**config.mk**
```make
export PLATFORM = sky130hd
export DESIGN_NAME = cmp_flag_unit
export DESIGN_NICKNAME = d
export VERILOG_FILES = /design/src/rtl/cmp_flag_pkg.sv /design/src/rtl/cmp_regfile.sv /design/src/rtl/cmp_control.sv /design/src/rtl/cmp_datapath.sv /design/src/rtl/cmp_flag_unit.sv
export SDC_FILE = /design/constraint.sdc
export NUM_CORES = 1
export LEC_CHECK = 0
export BUFFER_PORTS_ARGS = -buffer_cell sky130_fd_sc_hd__buf_2
export CAP_MARGIN = 10
export CORE_ASPECT_RATIO = 1.1
export CORE_MARGIN = 10
export CORE_UTILIZATION = 30
export DETAILED_ROUTE_END_ITERATION = 6
export PLACE_DENSITY = 0.41
export SLEW_MARGIN = 20
export SYNTH_ARGS = -nofsm -noshare
export SYNTH_HDL_FRONTEND = slang
export SYNTH_SLANG_ARGS = --single-unit
```
**constraint.sdc**
```tcl
create_clock -name clk -period 7.5 [get_ports clk]
set_clock_uncertainty 0.15 [all_clocks]
set_input_delay 1.5 -clock clk [delete_from_list [all_inputs] [get_ports clk]]
set_output_delay 1.5 -clock clk [all_outputs]
set_load 0.01 [all_outputs]
```
**src/rtl/cmp_flag_pkg.sv**
```systemverilog
package cmp_flag_pkg;

  typedef enum logic [1:0] {
    OP_SUB_REG = 2'b00,
    OP_SUB_IMM = 2'b01,
    OP_ADD_REG = 2'b10,
    OP_UNUSED  = 2'b11
  } cmpOp_e;

  // Strobes from control to datapath
  typedef struct packed {
    logic useImm;
    logic doAdd;
    logic flagWe;
  } cmpStrobe_t;

  localparam int FLAG_N = 3;
  localparam int FLAG_Z = 2;
  localparam int FLAG_C = 1;
  localparam int FLAG_V = 0;

endpackage

```
**src/rtl/cmp_regfile.sv**
```systemverilog
module cmp_regfile #(
  parameter int DATA_W   = 32,
  parameter int NUM_REGS = 15,
  parameter int IDX_W    = 4
) (
  input  logic              clk,
  input  logic              preWe,
  input  logic [IDX_W-1:0]  preIdx,
  input  logic [DATA_W-1:0] preData,
  input  logic [IDX_W-1:0]  rdIdxA,
  input  logic [IDX_W-1:0]  rdIdxB,
  output logic [DATA_W-1:0] rdDataA,
  output logic [DATA_W-1:0] rdDataB
);

  logic [DATA_W-1:0] mem [NUM_REGS];

  for (genvar g = 0; g < NUM_REGS; g++) begin : g_entry
    always_ff @(posedge clk) begin
      if (preWe && (preIdx == IDX_W'(g)))
        mem[g] <= preData;
    end
  end

  function automatic logic [DATA_W-1:0] readEntry(input logic [IDX_W-1:0] idx);
    logic [DATA_W-1:0] val;
    val = '0;
    for (int i = 0; i < NUM_REGS; i++)
      if (idx == IDX_W'(i)) val = mem[i];
    return val;
  endfunction

  assign rdDataA = readEntry(rdIdxA);
  assign rdDataB = readEntry(rdIdxB);


  preload_write_chk: assert property (@(posedge clk)
    (preWe && (int'(preIdx) < NUM_REGS)) |=> (readEntry($past(preIdx)) == $past(preData)));

endmodule

```
**src/rtl/cmp_control.sv**
```systemverilog
module cmp_control
  import cmp_flag_pkg::*;
#(
  parameter int IDX_W       = 4,
  parameter int NUM_REGS    = 15,
  parameter int NARROW_REGS = 8
) (
  input  logic             clk,
  input  logic             rst,
  input  logic             opValid,
  input  logic [1:0]       opSel,
  input  logic [IDX_W-1:0] rnIdx,
  input  logic [IDX_W-1:0] rmIdx,
  output cmpStrobe_t       strb,
  output logic             illegalOut
);

  localparam logic [IDX_W-1:0] WIDE_MAX   = IDX_W'(NUM_REGS - 1);
  localparam logic [IDX_W-1:0] NARROW_MAX = IDX_W'(NARROW_REGS - 1);

  cmpOp_e opKind;
  logic   rnWideOk, rmWideOk, rnNarrowOk, rmNarrowOk;
  logic   legal;

  assign opKind     = cmpOp_e'(opSel);
  assign rnWideOk   = (rnIdx <= WIDE_MAX);
  assign rmWideOk   = (rmIdx <= WIDE_MAX);
  assign rnNarrowOk = (rnIdx <= NARROW_MAX);
  assign rmNarrowOk = (rmIdx <= NARROW_MAX);

  always_comb begin
    legal       = 1'b0;
    strb.useImm = 1'b0;
    strb.doAdd  = 1'b0;
    unique case (opKind)
      OP_SUB_REG: legal = rnWideOk && rmWideOk;
      OP_SUB_IMM: begin
        legal       = rnWideOk;
        strb.useImm = 1'b1;
      end
      OP_ADD_REG: begin
        legal      = rnNarrowOk && rmNarrowOk;
        strb.doAdd = 1'b1;
      end
      default:    legal = 1'b0;
    endcase
    strb.flagWe = opValid && legal;
    illegalOut  = opValid && !legal;
  end


  add_range_chk: assert property (@(posedge clk) disable iff (rst)
    (opValid && opSel == 2'b10 && (int'(rnIdx) >= NARROW_REGS || int'(rmIdx) >= NARROW_REGS))
      |-> (illegalOut && !strb.flagWe));


  sub_range_chk: assert property (@(posedge clk) disable iff (rst)
    (opValid && opSel == 2'b00 && (int'(rnIdx) >= NUM_REGS || int'(rmIdx) >= NUM_REGS))
      |-> (illegalOut && !strb.flagWe));


  idle_quiet_chk: assert property (@(posedge clk) disable iff (rst)
    !opValid |-> (!illegalOut && !strb.flagWe));

endmodule

```
**src/rtl/cmp_datapath.sv**
```systemverilog
module cmp_datapath
  import cmp_flag_pkg::*;
#(
  parameter int DATA_W   = 32,
  parameter int NUM_REGS = 15,
  parameter int IDX_W    = 4,
  parameter int IMM_W    = 8
) (
  input  logic              clk,
  input  logic              rst,
  input  cmpStrobe_t        strb,
  input  logic [IDX_W-1:0]  rnIdx,
  input  logic [IDX_W-1:0]  rmIdx,
  input  logic [IMM_W-1:0]  immVal,
  input  logic              preWe,
  input  logic [IDX_W-1:0]  preIdx,
  input  logic [DATA_W-1:0] preData,
  output logic [3:0]        flagReg
);

  localparam int MSB = DATA_W - 1;

  logic [DATA_W-1:0] rnData, rmData, operand, effOperand, result;
  logic [DATA_W:0]   wideSum;
  logic [3:0]        flagNext;

  cmp_regfile #(
    .DATA_W  (DATA_W),
    .NUM_REGS(NUM_REGS),
    .IDX_W   (IDX_W)
  ) u_regs (
    .clk    (clk),
    .preWe  (preWe),
    .preIdx (preIdx),
    .preData(preData),
    .rdIdxA (rnIdx),
    .rdIdxB (rmIdx),
    .rdDataA(rnData),
    .rdDataB(rmData)
  );

  // Operand select, then invert-plus-one for the subtract form
  assign operand    = strb.useImm ? DATA_W'(immVal) : rmData;
  assign effOperand = strb.doAdd ? operand : ~operand;
  assign wideSum    = {1'b0, rnData} + {1'b0, effOperand} + {{DATA_W{1'b0}}, !strb.doAdd};
  assign result     = wideSum[MSB:0];

  always_comb begin
    flagNext         = '0;
    flagNext[FLAG_N] = result[MSB];
    flagNext[FLAG_Z] = (result == '0);
    flagNext[FLAG_C] = wideSum[DATA_W];
    flagNext[FLAG_V] = (rnData[MSB] == effOperand[MSB]) && (result[MSB] != rnData[MSB]);
  end

  always_ff @(posedge clk) begin
    if (rst)              flagReg <= '0;
    else if (strb.flagWe) flagReg <= flagNext;
  end


  reset_clear_chk: assert property (@(posedge clk) rst |=> (flagReg == '0));


  flag_hold_chk: assert property (@(posedge clk) disable iff (rst)
    !strb.flagWe |=> $stable(flagReg));


  zero_not_neg_chk: assert property (@(posedge clk) disable iff (rst)
    strb.flagWe |=> !(flagReg[FLAG_Z] && flagReg[FLAG_N]));


  equal_no_borrow_chk: assert property (@(posedge clk) disable iff (rst)
    (strb.flagWe && !strb.doAdd) |=> (!flagReg[FLAG_Z] || flagReg[FLAG_C]));

endmodule

```
**src/rtl/cmp_flag_unit.sv**
```systemverilog
module cmp_flag_unit
  import cmp_flag_pkg::*;
#(
  parameter int DATA_W      = 32,
  parameter int NUM_REGS    = 15,
  parameter int NARROW_REGS = 8,
  parameter int IDX_W       = 4,
  parameter int IMM_W       = 8
) (
  input  logic              clk,
  input  logic              rst,
  input  logic              opValid,
  input  logic [1:0]        opSel,
  input  logic [IDX_W-1:0]  rnIdx,
  input  logic [IDX_W-1:0]  rmIdx,
  input  logic [IMM_W-1:0]  immVal,
  input  logic              preWe,
  input  logic [IDX_W-1:0]  preIdx,
  input  logic [DATA_W-1:0] preData,
  output logic [3:0]        flagsOut,
  output logic              illegalOut
);

  cmpStrobe_t strb;

  cmp_control #(
    .IDX_W      (IDX_W),
    .NUM_REGS   (NUM_REGS),
    .NARROW_REGS(NARROW_REGS)
  ) u_ctrl (
    .clk       (clk),
    .rst       (rst),
    .opValid   (opValid),
    .opSel     (opSel),
    .rnIdx     (rnIdx),
    .rmIdx     (rmIdx),
    .strb      (strb),
    .illegalOut(illegalOut)
  );

  cmp_datapath #(
    .DATA_W  (DATA_W),
    .NUM_REGS(NUM_REGS),
    .IDX_W   (IDX_W),
    .IMM_W   (IMM_W)
  ) u_dp (
    .clk    (clk),
    .rst    (rst),
    .strb   (strb),
    .rnIdx  (rnIdx),
    .rmIdx  (rmIdx),
    .immVal (immVal),
    .preWe  (preWe),
    .preIdx (preIdx),
    .preData(preData),
    .flagReg(flagsOut)
  );

endmodule

```
### Yosys cells after proc, flatten, opt, wreduce, memory -nomap -nowiden

Memory sizes are Yosys's and may differ from the RTL's.
Index checks and enable logic that the tools add are counted.

* $add $sub $neg: 2
* order comparisons: 4
* equal/unequal tests: 46
* muxes and demuxes: 107
* bitwise logic cells: 1
* reduce and logical (&&, ||, !) cells: 41

Operator list (number)
* 32-bit 2-to-1 mux: 46
* 32-bit OR reduction: 14
* 4-bit equality test (second input constant): 21
* 4-bit 2-to-1 mux: 14
* 4-bit by 3-bit equality test with 1-bit output (second input constant): 12
* 1-bit 2-to-1 mux: 46
* 32-bit by 32-bit adder with 33-bit output: 1
* 33-bit by 1-bit adder with 33-bit output: 1
* 32-bit logical NOT: 1
* 32-bit inverter: 1
* 4-bit by 2-bit equality test with 1-bit output (second input constant): 6
* 1-bit logical AND: 20
* 4-bit by 1-bit equality test with 1-bit output (second input constant): 3
* 4-bit logical NOT: 3
* 4-bit by 3-bit <= comparator with 1-bit output (second input constant): 2
* 4-bit <= comparator (second input constant): 2
* 1-bit one-hot mux with 3 select lines: 1
* 2-bit by 1-bit equality test with 1-bit output (second input constant): 1
* 2-bit equality test (second input constant): 1
* 1-bit logical NOT: 2
* 2-bit logical NOT: 1
* 1-bit equality test: 1
* 1-bit != test: 1

* register bits: 4
* memory bits (writable): 480
* output and inout bits: 5
* memories kept: 1

Memories
* u_dp.u_regs.mem: depth 15, bits a word 32, read ports 15, clocked after memory_dff 0, wr ports 1, line cmp_regfile.sv:16 `logic [DATA_W-1:0] mem [NUM_REGS];`

### Longest topological paths before layout

Gate-level depths: netlist of run 1.

* depth after elaboration: 23
* depth in mapped cells: 27
* gate-level depth less buffers: 25

### Cells and area by module

Synthesis of run 1 repeated with hierarchy kept, for this count alone.

* cells, all modules: 2204
* area, all modules: 26578.0 sq um

By module, submodules not included
* cmp_regfile: times used 1, cells an instance 1823, area an instance 23831.6 sq um
* cmp_datapath: times used 1, cells an instance 370, area an instance 2671.3 sq um
* cmp_control: times used 1, cells an instance 11, area an instance 75.1 sq um

### Least setup slack after synthesis of run 1

OpenSTA, ideal clock, no wires.

* kind: input -> register
* from: input port rnIdx[2]
* to: register u_dp.flagReg[2]
* arrival time: 6.073 ns
* slack: 1.192 ns
* cell stages on the path: 22
* path through: buf_2 nand2b_1 clkbuf_1 nor3_1 clkbuf_1 buf_1 a22oi_1 and3_1 nand4_1 ha_1 clkbuf_1 a21o_1 o21bai_1 a211oi_1 o21a_1 nor3_1 a2111oi_0 o41ai_2 xor2_1 nor4_1 nand4_1 o31ai_2

* cells in the longest elaborated chain, start to end: 19
* elaborated cells on any way between the ends: 39
* classes of those cells: 2 x add/sub; 2 x order compare; 14 x eq/ne; 16 x mux; 5 x reduce/logical

RTL lines
* start: declaration: line cmp_flag_unit.sv:14 `input logic [IDX_W-1:0] rnIdx,`
* 4-bit logical NOT: line cmp_regfile.sv:29 `if (idx == IDX_W'(i)) val = mem[i];`
* 32-bit 2-to-1 mux (15 in a row): line cmp_regfile.sv:29
* 32-bit by 32-bit adder with 33-bit output: line cmp_datapath.sv:45 `assign wideSum = {1'b0, rnData} + {1'b0, effOperand} + {{DATA_W{1'b0}}, !strb.doAdd};`
* 33-bit by 1-bit adder with 33-bit output: line cmp_datapath.sv:45
* 32-bit logical NOT: line cmp_datapath.sv:51 `flagNext[FLAG_Z] = (result == '0);`
* end signal: assignment: line cmp_datapath.sv:58 `else if (strb.flagWe) flagReg <= flagNext;`
* end: declaration: line cmp_datapath.sv:18 `output logic [3:0] flagReg`

Several ways; a longest one is shown, not always the timed one.
A chain may end at the register's enable or synchronous reset.

### Worst setup path in the final report of run 1

* from: input port rmIdx[3]
* to: register u_dp.flagReg[2]

* cells in the longest elaborated chain, start to end: 22
* elaborated cells on any way between the ends: 42
* classes of those cells: 2 x add/sub; 2 x order compare; 14 x eq/ne; 18 x mux; 1 x bitwise; 5 x reduce/logical

RTL lines
* start: declaration: line cmp_flag_unit.sv:15 `input logic [IDX_W-1:0] rmIdx,`
* 4-bit logical NOT: line cmp_regfile.sv:29
* 32-bit 2-to-1 mux (15 in a row): line cmp_regfile.sv:29
* 32-bit 2-to-1 mux: line cmp_datapath.sv:43 `assign operand = strb.useImm ? DATA_W'(immVal) : rmData;`
* 32-bit inverter: line cmp_datapath.sv:44 `assign effOperand = strb.doAdd ? operand : ~operand;`
* 32-bit 2-to-1 mux: line cmp_datapath.sv:44
* 32-bit by 32-bit adder with 33-bit output: line cmp_datapath.sv:45
* 33-bit by 1-bit adder with 33-bit output: line cmp_datapath.sv:45
* 32-bit logical NOT: line cmp_datapath.sv:51

Several ways; a longest one is shown, not always the timed one.

==> flow_metrics.tcl, run 1 <==
set metrics [dict create \
    status "complete, but fails checks" \
    violations "DRC" \
    endpoint_kind "register" \
    ys_seq_area_frac 0.623 \
    post-route-util 0.362 \
    grt_remaining_overflow 0 \
    route.vias.total 19059 \
    drt_iter0_markers 2538 \
    syn-num-nets 1933 \
    grt_pass1_vias 18865 \
    avgViaCountPerCell 6.16 \
    cts.htree.levels 2 \
    rr_worst_depth 20 \
    routedWlPerCell_um 34.0 \
    cap_violations 0 \
    crit_chain "buf_2 > nand2b_1 > buf_4 > nor2_2 > a222oi_1 > nand4_1 > o21ai_0 > a31oi_1 > xnor2_1 > o21ai_0 > ha_1 > a21oi_1 > o21bai_1 > a211oi_1 > o21a_1 > nor3_1 > a2111oi_0 > o41ai_2 > xor2_1 > nor4_1 > nand4_1 > o31ai_2" \
    synthMuxAreaShare 0.00840 \
    synth_edf_count 480 \
    max_freq_mhz 139 \
    arrival_ns 7.55 \
    async_reset_ff_frac 0 \
    p_leak_nw 9.09 \
    place_area_um2 26200 \
    switchingPower_w 0.00193 \
    numCtsBuffers 51 \
    drt-total-wl_mm 105 \
    yosys_warnings 0 \
    whs_ns 0.354 \
    finalCritPeriodShare 0.957 \
    synth.cell_area_um2 23200 \
    yosys_register_bits 484 \
    die_y_um 312 \
    crit_path_max_fanout 14 \
    clk_pin_slew_ns 0.07 \
    synth_top_family_by_area "compound AO/OA/AOI/OAI gates" \
    period_needed_ns 7.17 \
    core_region_area_um2 77100 \
    critPathBufInv 2 \
    worst_path_max_delay_cell "a211oi_1" \
    slew_violations 0 \
    cp_num_cells 22 \
    grt_pass1_wl_mm 147 \
    syn-mean-instance-area_um2 12.6 \
    ys.flop_type "edfxtp_1" \
    globalplace.congestion 0.935 \
    drive_gt1_frac 0.186 \
    synthToLayoutAreaGrowth_pct 20.0 \
    slew_headroom 0.290 \
    postCtsSetupBuffers 0 \
    clkSinkCount 484 \
    comb_power_share 0.183 \
    fin_area_um2 27900 \
    ff2ff_setup_slack_ns 1.76 \
    startpoint "rmIdx[3]" \
    syn_inst 1843 \
    cts_tree "done" \
    timing.setup.critical_path_class "input pin to register" \
    cellPowerDensity_nw_per_um2 246 \
    yosys.area.top_type "edfxtp_1" \
    r2r_end "u_dp.flagReg[2]$_SDFFE_PP0P_" \
    power_frac_clock 0.371 \
    synth_common_cells "edfxtp_1, a22oi_1, nor2_1" \
    total_power_w 0.00687 \
    clk_path_buf_depth 3 \
    timing.rr.start "u_dp.u_regs.mem[1][110]$_DFFE_PP_" \
    setup_viol_count_final 0 \
    hp-class "register to register" \
    die-width_um 285 \
    antenna_found_initial 3 \
    start_util 0.301 \
    pin_count 63 \
    portBuffers 62 \
    final_nets 2107 \
    drc_errors 1 \
    crit_path_end "u_dp.flagReg[2]$_SDFFE_PP0P_" \
    fp-row-count 107 \
    synth_top_area_share 0.620 \
    cp_top_family "compound AO/OA/AOI/OAI gates" \
    clkLatencyLatePin_ns 0.60 \
    root_buffer "clkbuf_16" \
    startpoint_type "input pin" \
    worstPathRequired_ns 7.87 \
    synth-compound-area-share 0.222 \
    final-hold-violation-count 0 \
    dp_slack_ns -0.0948 \
    synthXorXnorAreaFrac 0.0102 \
    p_seq_frac 0.446 \
    p_sw_frac 0.280 \
    grt_max_degree 33 \
    worst_slack_ns 0.325 \
    ctsHoldBuffers 0 \
    rsz0062_at_grt "no" \
    yosys.cell_types.count 80 \
    tightest_slew_ns 1.06 \
    die_area_um2 89000 \
    drtAntennaViolNets 0 \
    track_usage 0.228 \
    synthAdderAreaFrac 0.0175 \
    synthSimpleGateAreaFrac 0.0941 \
    first_pass_iters 7 \
    intPower_w 0.00495 \
    crit_path_max_incr_delay_ns 0.50 \
    synthTopCellsByArea "edfxtp_1, a22oi_1, a221oi_1, a22o_1, nor2_1" \
    vdd_ir_drop_max_v 0.000146 \
    dp_hpwl_mm 70.4 \
    synth.most_common_cell "edfxtp_1" \
]
[state kept, by name, indices dropped and copies added (netlist names)]
register,flops
u_dp.u_regs.mem,480
u_dp.flagReg,4
[worst min path at each step]
| stage | start | end | slack [ns] | cells after the start |
|---|---|---|---|---|
| after detailed placement | u_dp.flagReg[2]$_SDFFE_PP0P_ | u_dp.flagReg[2]$_SDFFE_PP0P_ | 0.35 | 2 |
| after floorplan | u_dp.flagReg[1]$_SDFFE_PP0P_ | u_dp.flagReg[1]$_SDFFE_PP0P_ | 0.37 | 2 |
| after global routing | u_dp.flagReg[2]$_SDFFE_PP0P_ | u_dp.flagReg[2]$_SDFFE_PP0P_ | 0.39 | 2 |
| after CTS | u_dp.flagReg[2]$_SDFFE_PP0P_ | u_dp.flagReg[2]$_SDFFE_PP0P_ | 0.36 | 2 |
| final | u_dp.flagReg[2]$_SDFFE_PP0P_ | u_dp.flagReg[2]$_SDFFE_PP0P_ | 0.35 | 2 |
| after global placement | u_dp.flagReg[3]$_SDFFE_PP0P_ | u_dp.flagReg[3]$_SDFFE_PP0P_ | 0.34 | 2 |
[power groups by stage]
stage	sequential [W]	combinational, W	clock (W)
floorplan	0.00311	0.000667	0
global placement	0.00312	0.00125	0
detailed placement	0.00312	0.00124	0
CTS	0.00306	0.00125	0.00260
global route	0.00307	0.00135	0.00270
finish	0.00306	0.00126	0.00255
[kinds of logic (layout without fill, tap and decap cells)]
kind of cell    after synthesis  in the layout
compound gates              695            695
xor+xnor                     27             27
fa+ha+maj                    32             32
buf+inv                     145            361
flops                       484            484
mux                          19             19
other cells                   0              1
simple gates                441            441
[per-stage QoR]
step,std cells,TNS [ns]
floorplan,1843,0
global placement,2999,-0.147
detailed placement,2999,-0.0948
CTS,3094,0
global route,3094,0
finish,3095,0
[layout make-up]
| type | count | area [um2] |
|---|---|---|
| inverters | 25 | 93.8 |
| fillers | 7570 | 49200 |
| repair buffers | 241 | 1870 |
| multi-input cells | 1214 | 8470 |
| well taps | 1035 | 1290 |
| flip-flops and latches | 484 | 14500 |
| clock buffers | 59 | 1350 |
| clock inverters | 36 | 315 |
| diodes | 1 | 2.50 |
[what timing repair did]
action,in CTS,in global routing
endpoints found under the hold margin,0,0
gates resized for setup,0,1
endpoints found under the setup margin,0,1
[placed cells by master, fill, tap and decap left out, types with 25 or more instances in the layout]
cell type  Yosys  layout
nand3_1       39      39
o21ai_0       80      79
nand2_1       84      84
a22o_1        61      61
a31oi_1       37      37
buf_4          1     162
and3_1        25      25
nor2_4         0      28
buf_2         10      62
a21oi_1       85      85
edfxtp_1     480     480
clkbuf_16      0      53
a221oi_1      76      76
a22oi_1      208     208
ha_1          31      31
nor2_1       135     102
nand4_1       51      51
[worst min-delay path: cells and delay by family (launching register included)]
| kind | cells | cell delay [ns] |
|---|---|---|
| and+or+nand+nor | 1 | 0.09 |
| AOI/OAI and AO/OA | 1 | 0.06 |
| DFF | 1 | 0.31 |
[metal layers]
metal | vias to the layer above | wire, um | global-route usage
li1 | 8011 | - | -
met1 | 9795 | 43100 | 0.298
met2 | 1071 | 50000 | 0.378
met3 | 180 | 8690 | 0.0391
met4 | 2 | 3420 | 0.0758
met5 | - | 13 | 0
Power figures use the tool's default switching activity.
==> inputs of run 2 (changes only) <==
--- a/config.mk
+++ b/config.mk
@@ -9,9 +9,9 @@
 export CAP_MARGIN = 10
 export CORE_ASPECT_RATIO = 1.1
 export CORE_MARGIN = 10
-export CORE_UTILIZATION = 30
+export CORE_UTILIZATION = 23
 export DETAILED_ROUTE_END_ITERATION = 6
-export PLACE_DENSITY = 0.41
+export PLACE_DENSITY = 0.34
 export SLEW_MARGIN = 20
 export SYNTH_ARGS = -nofsm -noshare
 export SYNTH_HDL_FRONTEND = slang
==> flow_metrics.tcl, run 2 (synthesis results as in run 1) <==
set metrics [dict create \
    status "finished clean" \
    drt-total-wl_mm 115 \
    grt_pass1_vias 19245 \
    min_to "u_dp.flagReg[1]$_SDFFE_PP0P_" \
    drive_gt1_frac 0.193 \
    die-width_um 323 \
    pin_count 63 \
    grt.busiest_layer "met2" \
    drt_iter0_markers 2441 \
    rr_worst_depth 20 \
    first_pass_iters 7 \
    root_buffer "clkbuf_16" \
    crit_path_max_fanout 14 \
    final_cell_mix "edfxtp_1, a22oi_1, buf_4, nor2_1, a21oi_1" \
    ctsHoldBuffers 0 \
    start_util 0.231 \
    clkSinkCount 484 \
    final-hold-violation-count 0 \
    p_leak_nw 9.18 \
    route.vias.total 19122 \
    core_region_area_um2 100000 \
    cts.htree.levels 2 \
    synthToLayoutAreaGrowth_pct 22.3 \
    timing.setup.critical_path_class "input pin to register" \
    grt_max_degree 39 \
    total_power_w 0.00714 \
    portBuffers 62 \
    largest_reg_flops 480 \
    setup_viol_count_final 0 \
    drtAntennaViolNets 0 \
    die_area_um2 114000 \
    numCtsBuffers 54 \
    avgViaCountPerCell 5.67 \
    period_needed_ns 7.19 \
    ff2ff_setup_slack_ns 1.78 \
    fp-row-count 122 \
    globalplace.congestion 0.856 \
    grtUsageMet3 0.0374 \
    grt_remaining_overflow 0 \
    mostFrequentLayoutCell "edfxtp_1" \
    crit_path_max_incr_delay_ns 0.68 \
    r2r_end "u_dp.flagReg[2]$_SDFFE_PP0P_" \
    cp_top_family "compound AO/OA/AOI/OAI gates" \
    die_y_um 353 \
    dp_hpwl_mm 75.8 \
    cap_violations 0 \
    max_freq_mhz 139 \
    hp-class "register to register" \
    tightest_slew_ns 1.01 \
    worstPathRequired_ns 7.89 \
    routedWlPerCell_um 34.0 \
    final_nets 2116 \
    worst_path_max_delay_cell "nor2_4" \
    holdPathStages 2 \
    slew_violations 0 \
    track_usage 0.195 \
    top_regs "u_dp.u_regs.mem x480, u_dp.flagReg x4" \
    slew_headroom 0.323 \
    antenna_found_initial 10 \
    largest_register "u_dp.u_regs.mem" \
    drc_errors 0 \
    grt_util_met1 0.247 \
    timing.rr.start "u_dp.u_regs.mem[0][165]$_DFFE_PP_" \
    startpoint_type "input pin" \
    arrival_ns 7.58 \
    clk_path_buf_depth 3 \
    use_met2 0.334 \
    endpoint_kind "register" \
    finalCritPeriodShare 0.959 \
    cellPowerDensity_nw_per_um2 251 \
    holdCritStartpoint "u_dp.flagReg[1]$_SDFFE_PP0P_" \
    critPathBufInv 3 \
    cts_tree "done" \
    grt_pass1_wl_mm 158 \
    setup_tns_ns 0 \
    clk_pin_slew_ns 0.06 \
    vdd_ir_drop_max_v 0.000164 \
    rsz0062_at_grt "no" \
    clkLatencyLatePin_ns 0.64 \
]
run 2: metrics by stage:
stage	hold WS, ns	std cells	utilization	setup slack, ns	cell area (um2)
2_1_floorplan	0.369	1843	-	1.19	23200
3_3_place_gp	0.351	3272	0.265	-0.414	26600
3_5_place_dp	0.356	3272	0.265	-0.330	26600
4_1_cts	0.364	3372	0.283	0.305	28400
5_1_grt	0.406	3372	0.283	0.00518	28400
6_report	0.359	3373	0.283	0.311	28400
run 2: worst max-delay path by stage:
stage | startpoint | depth (start not counted) | endpoint
final | rmIdx[1] | 27 | u_dp.flagReg[2]$_SDFFE_PP0P_
after global routing | rmIdx[1] | 27 | u_dp.flagReg[2]$_SDFFE_PP0P_
after CTS | rmIdx[0] | 25 | u_dp.flagReg[2]$_SDFFE_PP0P_
after detailed placement | rmIdx[0] | 25 | u_dp.flagReg[2]$_SDFFE_PP0P_
after global placement | rmIdx[1] | 25 | u_dp.flagReg[2]$_SDFFE_PP0P_
after floorplan | rnIdx[2] | 22 | u_dp.flagReg[2]$_SDFFE_PP0P_
run 2: cell type report:
class,instances,area (um2)
Clock buffer,58,1390
Clock inverter,42,453
Sequential cell,484,14500
Fill cell,10214,72000
Tap cell,1302,1630
Antenna cell,1,2.50
Inverter,25,93.8
Timing Repair Buffer,247,1890
Multi-Input combinational cell,1214,8490
run 2: worst min-delay path, cell delays in order, from the launching register on:
cell and delay [ns]:
dfxtp_1 0.31, nor2_1 0.10, nor4_1 0.06
run 2: metal layers:
layer  up-vias  share of wire
met1     10009           0.41
met3       185          0.070
met4        10          0.029
met2       890           0.49
met5         -        0.00063
li1       8028              -
run 2: power by group:
group          internal (W)  switching (W)
combinational      0.000451       0.000817
clock               0.00162        0.00119
sequential          0.00303      0.0000306
total               0.00510        0.00203
run 2: timing repair:
item	CTS	global route
resized for setup	0	1
setup endpoints to repair	0	1
setup buffers	0	0
